$ cat config.mk
export PLATFORM = sky130hd
export DESIGN_NAME = fext_widen
export DESIGN_NICKNAME = d
export VERILOG_FILES = /design/src/rtl/fext_pkg.sv /design/src/rtl/fext_lzc.sv /design/src/rtl/fext_unpack.sv /design/src/rtl/fext_widen.sv
export SDC_FILE = /design/constraint.sdc
export NUM_CORES = 1
export LEC_CHECK = 0
export BUFFER_PORTS_ARGS = -buffer_cell sky130_fd_sc_hd__buf_2
export CAP_MARGIN = 10
export CORE_ASPECT_RATIO = 0.9
export CORE_UTILIZATION = 30
export DETAILED_ROUTE_END_ITERATION = 16
export GPL_ROUTABILITY_DRIVEN = 0
export GPL_TIMING_DRIVEN = 0
export PLACE_DENSITY_LB_ADDON = 0.08
export REMOVE_ABC_BUFFERS = 1
export SETUP_SLACK_MARGIN = 0.02
export SLEW_MARGIN = 20
export SYNTH_ARGS = -nofsm -noshare
export SYNTH_HDL_FRONTEND = slang
export SYNTH_SLANG_ARGS = --single-unit
$ cat constraint.sdc
create_clock -name clk -period 1.1 [get_ports clk]
set_input_delay 0.055 -clock clk [delete_from_list [all_inputs] [get_ports clk]]
set_output_delay 0.055 -clock clk [all_outputs]
set_load 0.02 [all_outputs]
$ cat src/rtl/fext_pkg.sv
package fext_pkg;
  localparam int XEXP_W = 15;
  localparam int XMAN_W = 64;
  localparam int XBIAS  = 16383;
  localparam int XW     = 1 + XEXP_W + XMAN_W;

  typedef enum logic [1:0] {
    FMT_SGL = 2'b00,
    FMT_DBL = 2'b01,
    FMT_EXT = 2'b10,
    FMT_RSV = 2'b11
  } fext_fmt_e;

  typedef struct packed {
    logic                sign;
    logic [XEXP_W-1:0]   exp;
    logic [XMAN_W-1:0]   man;
  } fext_x80_t;
endpackage

$ cat src/rtl/fext_lzc.sv
module fext_lzc #(
  parameter int W  = 23,
  localparam int CW = $clog2(W + 1)
) (
  input  logic [W-1:0]  vec,
  output logic [CW-1:0] zeros
);
  always_comb begin
    zeros = CW'(W);
    for (int i = 0; i < W; i++) begin
      if (vec[i]) zeros = CW'(W - 1 - i);
    end
  end
endmodule

$ cat src/rtl/fext_unpack.sv
module fext_unpack
  import fext_pkg::*;
#(
  parameter int EW = 8,
  parameter int FW = 23,
  localparam int SW   = 1 + EW + FW,
  localparam int BIAS = (1 << (EW - 1)) - 1,
  localparam int OFS  = XBIAS - BIAS,
  localparam int LZW  = $clog2(FW + 1)
) (
  input  logic [SW-1:0] src,
  output fext_x80_t     wide,
  output logic          snan,
  output logic          denorm
);
  logic [EW-1:0]     e_fld;
  logic [FW-1:0]     f_fld;
  logic              e_max, e_min, f_nz;
  logic [LZW-1:0]    lz;
  logic [XMAN_W-1:0] aligned;
  logic [6:0]        shamt;

  assign e_fld   = src[SW-2:FW];
  assign f_fld   = src[FW-1:0];
  assign e_max   = &e_fld;
  assign e_min   = ~|e_fld;
  assign f_nz    = |f_fld;
  assign aligned = {1'b0, f_fld, {(XMAN_W-1-FW){1'b0}}};
  assign shamt   = 7'(lz) + 7'd1;

  fext_lzc #(.W(FW)) u_lzc (
    .vec   (f_fld),
    .zeros (lz)
  );

  always_comb begin
    wide.sign = src[SW-1];
    snan      = 1'b0;
    denorm    = 1'b0;
    if (e_max) begin
      wide.exp = '1;
      if (f_nz) begin
        snan     = ~f_fld[FW-1];
        wide.man = aligned | {2'b11, {(XMAN_W-2){1'b0}}};
      end else begin
        wide.man = {1'b1, {(XMAN_W-1){1'b0}}};
      end
    end else if (e_min) begin
      if (f_nz) begin
        denorm   = 1'b1;
        wide.exp = XEXP_W'(OFS) - XEXP_W'(lz);
        wide.man = aligned << shamt;
      end else begin
        wide.exp = '0;
        wide.man = '0;
      end
    end else begin
      wide.exp = XEXP_W'(e_fld) + XEXP_W'(OFS);
      wide.man = aligned | {1'b1, {(XMAN_W-1){1'b0}}};
    end
  end
endmodule

$ cat src/rtl/fext_widen.sv
module fext_widen
  import fext_pkg::*;
(
  input  logic          clk,
  input  logic          rst_n,
  input  logic          in_valid,
  input  logic [1:0]    in_fmt,
  input  logic [79:0]   in_data,
  input  logic          dnorm_mask,
  output logic          out_valid,
  output logic [79:0]   out_data,
  output logic          out_flag_inv,
  output logic          out_flag_den,
  output logic          out_den_trap
);
  fext_x80_t sgl_w, dbl_w;
  logic      sgl_snan, sgl_den, dbl_snan, dbl_den;

  logic [XW-1:0] nx_data;
  logic          nx_inv, nx_den, nx_trap;

  logic [XW-1:0] data_q;
  logic          valid_q, inv_q, den_q, trap_q;

  fext_unpack #(.EW(8), .FW(23)) u_sgl (
    .src    (in_data[31:0]),
    .wide   (sgl_w),
    .snan   (sgl_snan),
    .denorm (sgl_den)
  );

  fext_unpack #(.EW(11), .FW(52)) u_dbl (
    .src    (in_data[63:0]),
    .wide   (dbl_w),
    .snan   (dbl_snan),
    .denorm (dbl_den)
  );

  // Next-state selection by source format
  always_comb begin
    unique case (fext_fmt_e'(in_fmt))
      FMT_SGL: begin
        nx_data = sgl_w;
        nx_inv  = sgl_snan;
        nx_den  = sgl_den;
      end
      FMT_DBL: begin
        nx_data = dbl_w;
        nx_inv  = dbl_snan;
        nx_den  = dbl_den;
      end
      default: begin
        nx_data = in_data;
        nx_inv  = 1'b0;
        nx_den  = 1'b0;
      end
    endcase
    nx_trap = nx_den & ~dnorm_mask;
  end

  // Result register, loaded under in_valid
  always_ff @(posedge clk or negedge rst_n) begin
    if (!rst_n) begin
      valid_q <= 1'b0;
      data_q  <= '0;
      inv_q   <= 1'b0;
      den_q   <= 1'b0;
      trap_q  <= 1'b0;
    end else begin
      valid_q <= in_valid;
      if (in_valid) begin
        data_q <= nx_data;
        inv_q  <= nx_inv;
        den_q  <= nx_den;
        trap_q <= nx_trap;
      end
    end
  end

  assign out_valid    = valid_q;
  assign out_data     = data_q;
  assign out_flag_inv = inv_q;
  assign out_flag_den = den_q;
  assign out_den_trap = trap_q;
endmodule


==> results of run 1 <==
[layout make-up]
cell class,instances,area (sq um)
tap,476,596
timing repair inverter,3,26.3
fill,3483,18800
sequential,84,2110
timing repair buffer,408,3870
multi-input combinational,1182,10500
inverter,34,170
clock inverter,6,111
clock buffer,10,239
antenna,1,2.50
[power by group]
group | internal, mW | switching, mW | leakage, nW | total, mW
Sequential | 3.43 | 0.218 | 0.996 | 3.65
Clock | 2.28 | 1.59 | 0.169 | 3.87
Combinational | 3.97 | 5.58 | 5.74 | 9.55
[metal layers]
layer	up-vias	wire, um	global-route usage (%)	part of all wire [%]
li1	6123	-	-	-
met1	7310	27900	48.4	39
met2	1243	28900	51.8	41
met3	255	9970	13.6	14
met4	0	4110	19.2	5.8
met5	-	0	0	0
[critical path, cell delays in order]
cell	delay [ns]
buf_2	0.30
inv_1	0.12
a21oi_1	0.20
o211a_1	0.22
o2111ai_2	0.16
o21ai_4	0.22
buf_16	0.16
inv_16	0.04
ha_4	0.19
inv_4	0.09
a21oi_4	0.04
buf_12	0.15
nor2_8	0.22
buf_4	0.18
mux2i_4	0.07
mux2_4	0.27
mux4_2	0.57
a2111oi_4	0.43
o21ai_2	0.17
a21oi_2	0.14
[worst max-delay path by stage]
stage                     start                       end  slack, ns  depth (start not counted)
floorplan           in_data[16]  out_data[51]$_DFFE_PN0P_      -5.38                         15
global placement    in_data[16]  out_data[61]$_DFFE_PN0P_      -9.42                         13
CTS                  in_data[0]  out_data[52]$_DFFE_PN0P_      -2.44                         18
finish              in_data[39]  out_data[51]$_DFFE_PN0P_      -2.58                         20
global route         in_data[2]  out_data[51]$_DFFE_PN0P_      -2.62                         19
detailed placement  in_data[22]  out_data[51]$_DFFE_PN0P_      -5.30                         16
[repair_timing]
action / in CTS / in global routing
buffers inserted: 146 / 63
setup endpoints to repair: 74 / 74
cloned: 15 / 1
gates resized for setup: 498 / 143
hold buffers: 23 / 0
pin swaps: 140 / 69
hold endpoints to repair: 106 / 0
[per-stage QoR]
step / power, mW / cell area (sq um) / hold slack, ns
floorplan: 7.40 / 10600 / -0.241
global placement: 10.1 / 12000 / 0.263
detailed placement: 10.2 / 12400 / -0.0320
CTS: 16.2 / 16600 / 0.00825
global route: 17.6 / 17700 / 0.0253
finish: 17.1 / 17700 / 0.00554
[cells in the final DEF, fill, tap and decap left out, types with 10 or more instances in the layout]
cell type,Yosys,routed
nand2_1,146,126
buf_4,3,125
buf_2,29,124
nor2_1,129,105
a21oi_1,126,95
dfrtp_1,84,81
buf_6,3,80
mux2i_1,100,70
o21ai_0,113,68
mux4_2,57,57
nand3_1,52,40
buf_12,0,29
o21ai_1,5,26
inv_1,32,25
o21ai_2,3,24
and3_1,25,23
dlygate4sd3_1,0,23
nor3_1,37,22
mux2i_4,0,22
a21oi_2,1,18
a22oi_1,19,18
o211ai_1,17,17
a31oi_1,23,16
nand2_2,1,15
mux2_4,1,15
nor2_2,0,14
a21oi_4,0,14
nand4_1,14,14
nor2_4,0,12
mux2_2,26,12
buf_16,0,12
nor3_2,2,11
o22ai_1,15,11
clkbuf_16,0,11
nor2b_1,12,10
nand3_2,1,10
[state kept, by name, indices dropped and copies added, names as in the netlist]
signal        cells
out_data         80
out_den_trap      1
out_flag_den      1
out_flag_inv      1
out_valid         1
[logic make-up (layout without fill, tap and decap cells)]
| family | count (synthesis) | in the layout | share of synthesized area [%] |
|---|---|---|---|
| AO/OA/AOI/OAI | 487 | 487 | 28.9 |
| XOR/XNOR | 9 | 10 | 0.836 |
| adder cells (fa/ha/maj) | 4 | 4 | 0.446 |
| buffers and inverters | 188 | 461 | 7.01 |
| flip-flops | 84 | 84 | 18.7 |
| multiplexers | 184 | 184 | 23.1 |
| other | 0 | 1 | 0 |
| AND/OR/NAND/NOR | 490 | 497 | 21.0 |
==> metrics.csv, run 1 <==
stage,metric,value,unit
critical_path,required,1.44,ns
run,drv_cap,0,
sta,drv_slew,0,
critical_path,cp-start-kind,primary input,
grt,antenna_found_initial,1,
placement,post-place-ws,-5.30,ns
logic_synthesis,synth_top_area_share,18.7,%
sta,fin_setup_tns,-145.57,ns
routing,first_pass_iters,6,
sta,hold_viol,0,
power_and_ir_drop,power_per_cell_area,966,nW/um^2
logic_synthesis,synth_area,11200,sq um
logic_synthesis,syn_avg_cell_area,7.76,sq um
cts,cts_tree,built,
logic_synthesis,synth_cells,1446,
outcome,status,finished with violations,
routing,via_per_inst,6.77,
placement,place_hpwl,44300,um
floorplanning,die_area,38200,sq um
routing,ant_nets,0,
placement,place_inst,1950,
cells_and_area,final_util,48.4,%
min_path,hold_path_end,out_data[65]$_DFFE_PN0P_,
routing,drc_errors,0,
power_and_ir_drop,ir_drop,0.749,mV
routing,wirelength,70900,um
logic_synthesis,yosys_register_bits,84,
logic_synthesis,synth_top_area_cell,dfrtp_1,
sta,clock_skew,0,ns
sta,fmax,272,MHz
floorplanning,start_util,30.8,%
logic_synthesis,synth_area_leaders,"dfrtp_1 (19%), mux4_2 (11%), mux2i_1 (8.9%)",
logic_synthesis,ys.flop_type,dfrtp_1,
floorplanning,row_count,66,
critical_path,critPathKind,primary input to flop,
cts,h-tree-depth,3,
sta,fin_crit,3.68,ns
critical_path,r2r_slack,-0.05,ns
critical_path,end_kind,flop,
sta,slew-limit-headroom,39.9,%
cells_and_area,layout.nets,1812,
grt,overflow,0,
cts,cts_sinks,84,
min_path,worstHoldPathType,primary input to flop,
min_path,min_from,in_data[65],
cts,clock_path_buffers,2,
critical_path,crit_arrival,4.02,ns
floorplanning,dieWidth,206,um
critical_path,r2r_end,out_data[60]$_DFFE_PN0P_,
critical_path,crit_fanout,10,
sta,setup_violations,70,
logic_synthesis,yosysWarnings,0,
cells_and_area,drive_above_1_share,46.0,%
logic_synthesis,ys_seq_area_share,18.7,%
critical_path,regToRegStartpoint,out_data[60]$_DFFE_PN0P_,
routing,wl_per_cell,32.2,um
logic_synthesis,synthTopCellsByCount,"nand2_1 (146), nor2_1 (129), a21oi_1 (126)",
floorplanning,die_h,186,um
cells_and_area,final_cells,2204,
logic_synthesis,synth_edf_count,0,
cts,path_clk_slew,0.07,ns
routing,drt_iter0_drc,2100,
grt,grt_max_degree,87,
logic_synthesis,synth_cell_types,91,
grt,grt_pass1_vias,14037,
sta,fin_ws,-2.58,ns
grt,grt_pass1_wl,100000,um
sta,worstMarginPinSlew,0.902,ns
power_and_ir_drop,p_leak,6.90,nW
cells_and_area,area_growth,57.3,%
placement,portBuffers,169,
logic_synthesis,async_flop_share,100,%
critical_path,rr_worst_depth,4,
sta,rsz0062_at_grt,yes,
routing,vias,14931,
cts,clk_latency,0.40,ns
min_path,hold_depth,3,
outcome,failed_checks,setup timing,
grt,grt.total_usage,36.7,%
floorplanning,core,36500,sq um
sta,fin_crit_sh,335,%
cts,cts_root_buf,clkbuf_16,
cts,cts_inserted_buffers,9,
floorplanning,num_io_pins,170,
logic_synthesis,synth_most_common_cell,nand2_1,
Note: power is estimated with default switching activity, not from simulation.
==> inputs of run 2 (changes only) <==
--- a/config.mk
+++ b/config.mk
@@ -5,7 +5,7 @@
 export SDC_FILE = /design/constraint.sdc
 export NUM_CORES = 1
 export LEC_CHECK = 0
-export BUFFER_PORTS_ARGS = -buffer_cell sky130_fd_sc_hd__buf_2
+export BUFFER_PORTS_ARGS = -buffer_cell sky130_fd_sc_hd__buf_4
 export CAP_MARGIN = 10
 export CORE_ASPECT_RATIO = 0.9
 export CORE_UTILIZATION = 30
==> run 2 against run 1 <==
Wire length decreased by 1.1%. Final area increased by 0.72%. The flow still finishes with violations (setup timing). Flip-flop and latch count unchanged.
==> metrics.csv, run 2 (same netlist as run 1, synthesis figures left out) <==
stage,metric,value,unit,change
critical_path,crit_fanout,11,,+1
outcome,failed_checks,setup timing,,
cells_and_area,drive_above_1_share,45.0,%,-1.0 points
placement,portBuffers,169,,unchanged
floorplanning,core,36500,sq um,unchanged
critical_path,end_kind,flop,,
cts,cts_sinks,84,,unchanged
grt,grt_pass1_vias,13735,,-2.2%
grt,overflow,0,,unchanged
sta,hold_viol,0,,unchanged
grt,grt.total_usage,36.0,%,-0.76 points
power_and_ir_drop,pwr-share-seq,21.5,%,about the same
cells_and_area,layout.nets,1807,,-0.28%
sta,rsz0062_at_grt,yes,,
critical_path,critPathKind,primary input to flop,,
min_path,worstHoldPathType,primary input to flop,,
placement,place_hpwl,43600,um,-1.6%
routing,wl_per_cell,31.9,um,-0.83%
routing,drt_iter0_drc,2293,,+9.2%
grt,antenna_found_initial,1,,unchanged
critical_path,regToRegStartpoint,out_data[60]$_DFFE_PN0P_,,
critical_path,required,1.35,ns,-0.09 ns
sta,fin_crit_sh,342,%,+7.0 points
floorplanning,die_area,38200,sq um,unchanged
cts,cts_tree,built,,
cts,cts_inserted_buffers,9,,unchanged
cts,path_clk_slew,0.06,ns,about the same
critical_path,cp-start-kind,primary input,,
critical_path,r2r_slack,-0.06,ns,about the same
grt,grt_max_degree,93,,+6.9%
power_and_ir_drop,p_int,9.70,mW,+0.16%
power_and_ir_drop,p_leak,6.89,nW,-0.25%
cells_and_area,final_common_cell,buf_4,,
sta,fin_setup_tns,-151.42,ns,-5.85 ns
sta,setup_violations,70,,unchanged
placement,dpl_cell_area,12800,sq um,+2.7%
cells_and_area,final_cell_mix,"buf_4 (251), nand2_1 (128), nor2_1 (115), a21oi_1 (95), buf_6 (83)",,
critical_path,crit_slowest_cell,a222oi_1,,
cts,cts_root_buf,clkbuf_16,,
power_and_ir_drop,combPwrFrac,57.3,%,+1.3 points
sta,clock_skew,0,ns,unchanged
power_and_ir_drop,power_per_cell_area,960,nW/um^2,-0.61%
cts,clk_latency,0.40,ns,about the same
routing,vias,14733,,-1.3%
cts,clock_path_buffers,2,,unchanged
routing,via_per_inst,6.70,,-1.1%
power_and_ir_drop,p_clk_share,21.2,%,-1.5 points
sta,hold_ws,0.000377,ns,-0.00516 ns
critical_path,crit_start,in_data[19],,
cells_and_area,largest_reg_flops,80,,unchanged
cells_and_area,fin_area,17800,sq um,+0.72%
sta,fin_crit,3.76,ns,+0.0768 ns
routing,first_pass_iters,6,,unchanged
routing,drc_errors,0,,unchanged
run,drv_cap,0,,unchanged
sta,slew-limit-headroom,28.9,%,-11 points
sta,fin_ws,-2.66,ns,-0.0768 ns
sta,drv_slew,0,,unchanged
critical_path,cp_cell_sequence,buf_4 -> inv_1 -> o21ai_0 -> a21oi_2 -> o211a_4 -> o21ai_4 -> buf_16 -> inv_16 -> ha_4 -> buf_4 -> buf_6 -> o21ai_4 -> buf_12 -> nand2_8 -> mux2i_4 -> mux2_4 -> mux4_2 -> mux2i_2 -> a222oi_1 -> a21oi_1,,
routing,wirelength,70200,um,-1.1%
floorplanning,start_util,30.8,%,unchanged
critical_path,cpPeakStageDelay,0.57,ns,about the same
floorplanning,dieWidth,206,um,unchanged
outcome,status,finished with violations,,
critical_path,crit_arrival,4.01,ns,about the same
sta,worstMarginPinSlew,1.06,ns,+0.159 ns
sta,fmax,266,MHz,-2.0%
floorplanning,die_h,186,um,unchanged
power_and_ir_drop,ir_drop,0.890,mV,+19%
cts,h-tree-depth,3,,unchanged
power_and_ir_drop,netSwitchingPower,7.39,mW,about the same
cells_and_area,area_growth,58.5,%,
floorplanning,num_io_pins,170,,unchanged
power_and_ir_drop,sw_frac_of_total,43.2,%,about the same
routing,ant_nets,0,,unchanged
grt,grt_pass1_wl,98500,um,-1.7%
min_path,min_from,in_data[74],,
floorplanning,row_count,66,,unchanged
## run 2: cell count changes in the layout (fill, tap and decap cells not counted), moves of 4 or more
cell and delta:
a221oi_1 +4, o21ai_0 +5, nor2_1 +10, buf_4 +126, buf_2 -124, buf_12 -5, mux2i_4 +5, mux2i_1 -4
o21ai_1 -4, nor3_2 -4, nor2_2 -7
## run 2: metrics by stage
step	setup slack (ns)	cells	utilization, %	power, mW
after floorplan	-5.38	1292	-	7.40
after global placement	-9.23	1937	34.1	10.4
after detailed placement	-5.13	1947	35.0	10.5
after CTS	-2.49	2135	45.7	16.2
after global routing	-2.66	2198	48.7	17.6
final	-2.66	2199	48.7	17.1
## run 2: power groups by stage
| stage | logic (mW) | clock network, mW | registers (mW) |
|---|---|---|---|
| floorplan | 3.30 | 0 | 4.10 |
| finish | 9.78 | 3.62 | 3.68 |
| global placement | 6.69 | 0 | 3.72 |
| global route | 10.1 | 3.83 | 3.71 |
| detailed placement | 6.74 | 0 | 3.72 |
| CTS | 8.78 | 3.72 | 3.67 |
## run 2: cell type report
type | instances | area (sq um)
multi-input cells | 1184 | 10500
diodes | 1 | 2.50
well taps | 476 | 596
inverters | 34 | 168
clock buffers | 10 | 239
clock inverters | 6 | 87.6
repair inverters | 2 | 17.5
fillers | 3386 | 18700
repair buffers | 402 | 4030
flip-flops and latches | 84 | 2110
## run 2: per-layer routing
| metal | track usage (%) | vias up | routed length, um | share of wire, % |
|---|---|---|---|---|
| li1 | - | 6104 | - | - |
| met2 | 50.8 | 1220 | 28800 | 41 |
| met5 | 0 | - | 10 | 0.014 |
| met3 | 13.3 | 261 | 9980 | 14 |
| met4 | 17.1 | 2 | 3740 | 5.3 |
| met1 | 48.1 | 7146 | 27600 | 39 |
## run 2: timing repair
action,in CTS,in global routing
endpoints found under the setup margin,79,84
buffers inserted,141,65
pin swaps,129,80
hold buffers,21,1
cloned,13,1
hold endpoints to repair,104,1
gates resized for setup,429,139
## run 2: path summary, 6_finish.rpt
check,endpoint,depth (start not counted)
max,out_data[35]$_DFFE_PN0P_,20
min,out_data[74]$_DFFE_PN0P_,3
max reg2reg,out_data[60]$_DFFE_PN0P_,4
min reg2reg,out_data[76]$_DFFE_PN0P_,2
max in group asynchronous,out_data[43]$_DFFE_PN0P_,2
min in group asynchronous,out_valid$_DFF_PN0_,2
## run 2: worst max-delay path: cells and delay by family
family                   cells  cell delay (ns)
AO/OA/AOI/OAI                7             1.49
buffers and inverters        7             1.08
multiplexers                 4             1.04
adder cells (fa/ha/maj)      1             0.19
AND/OR/NAND/NOR              1             0.11
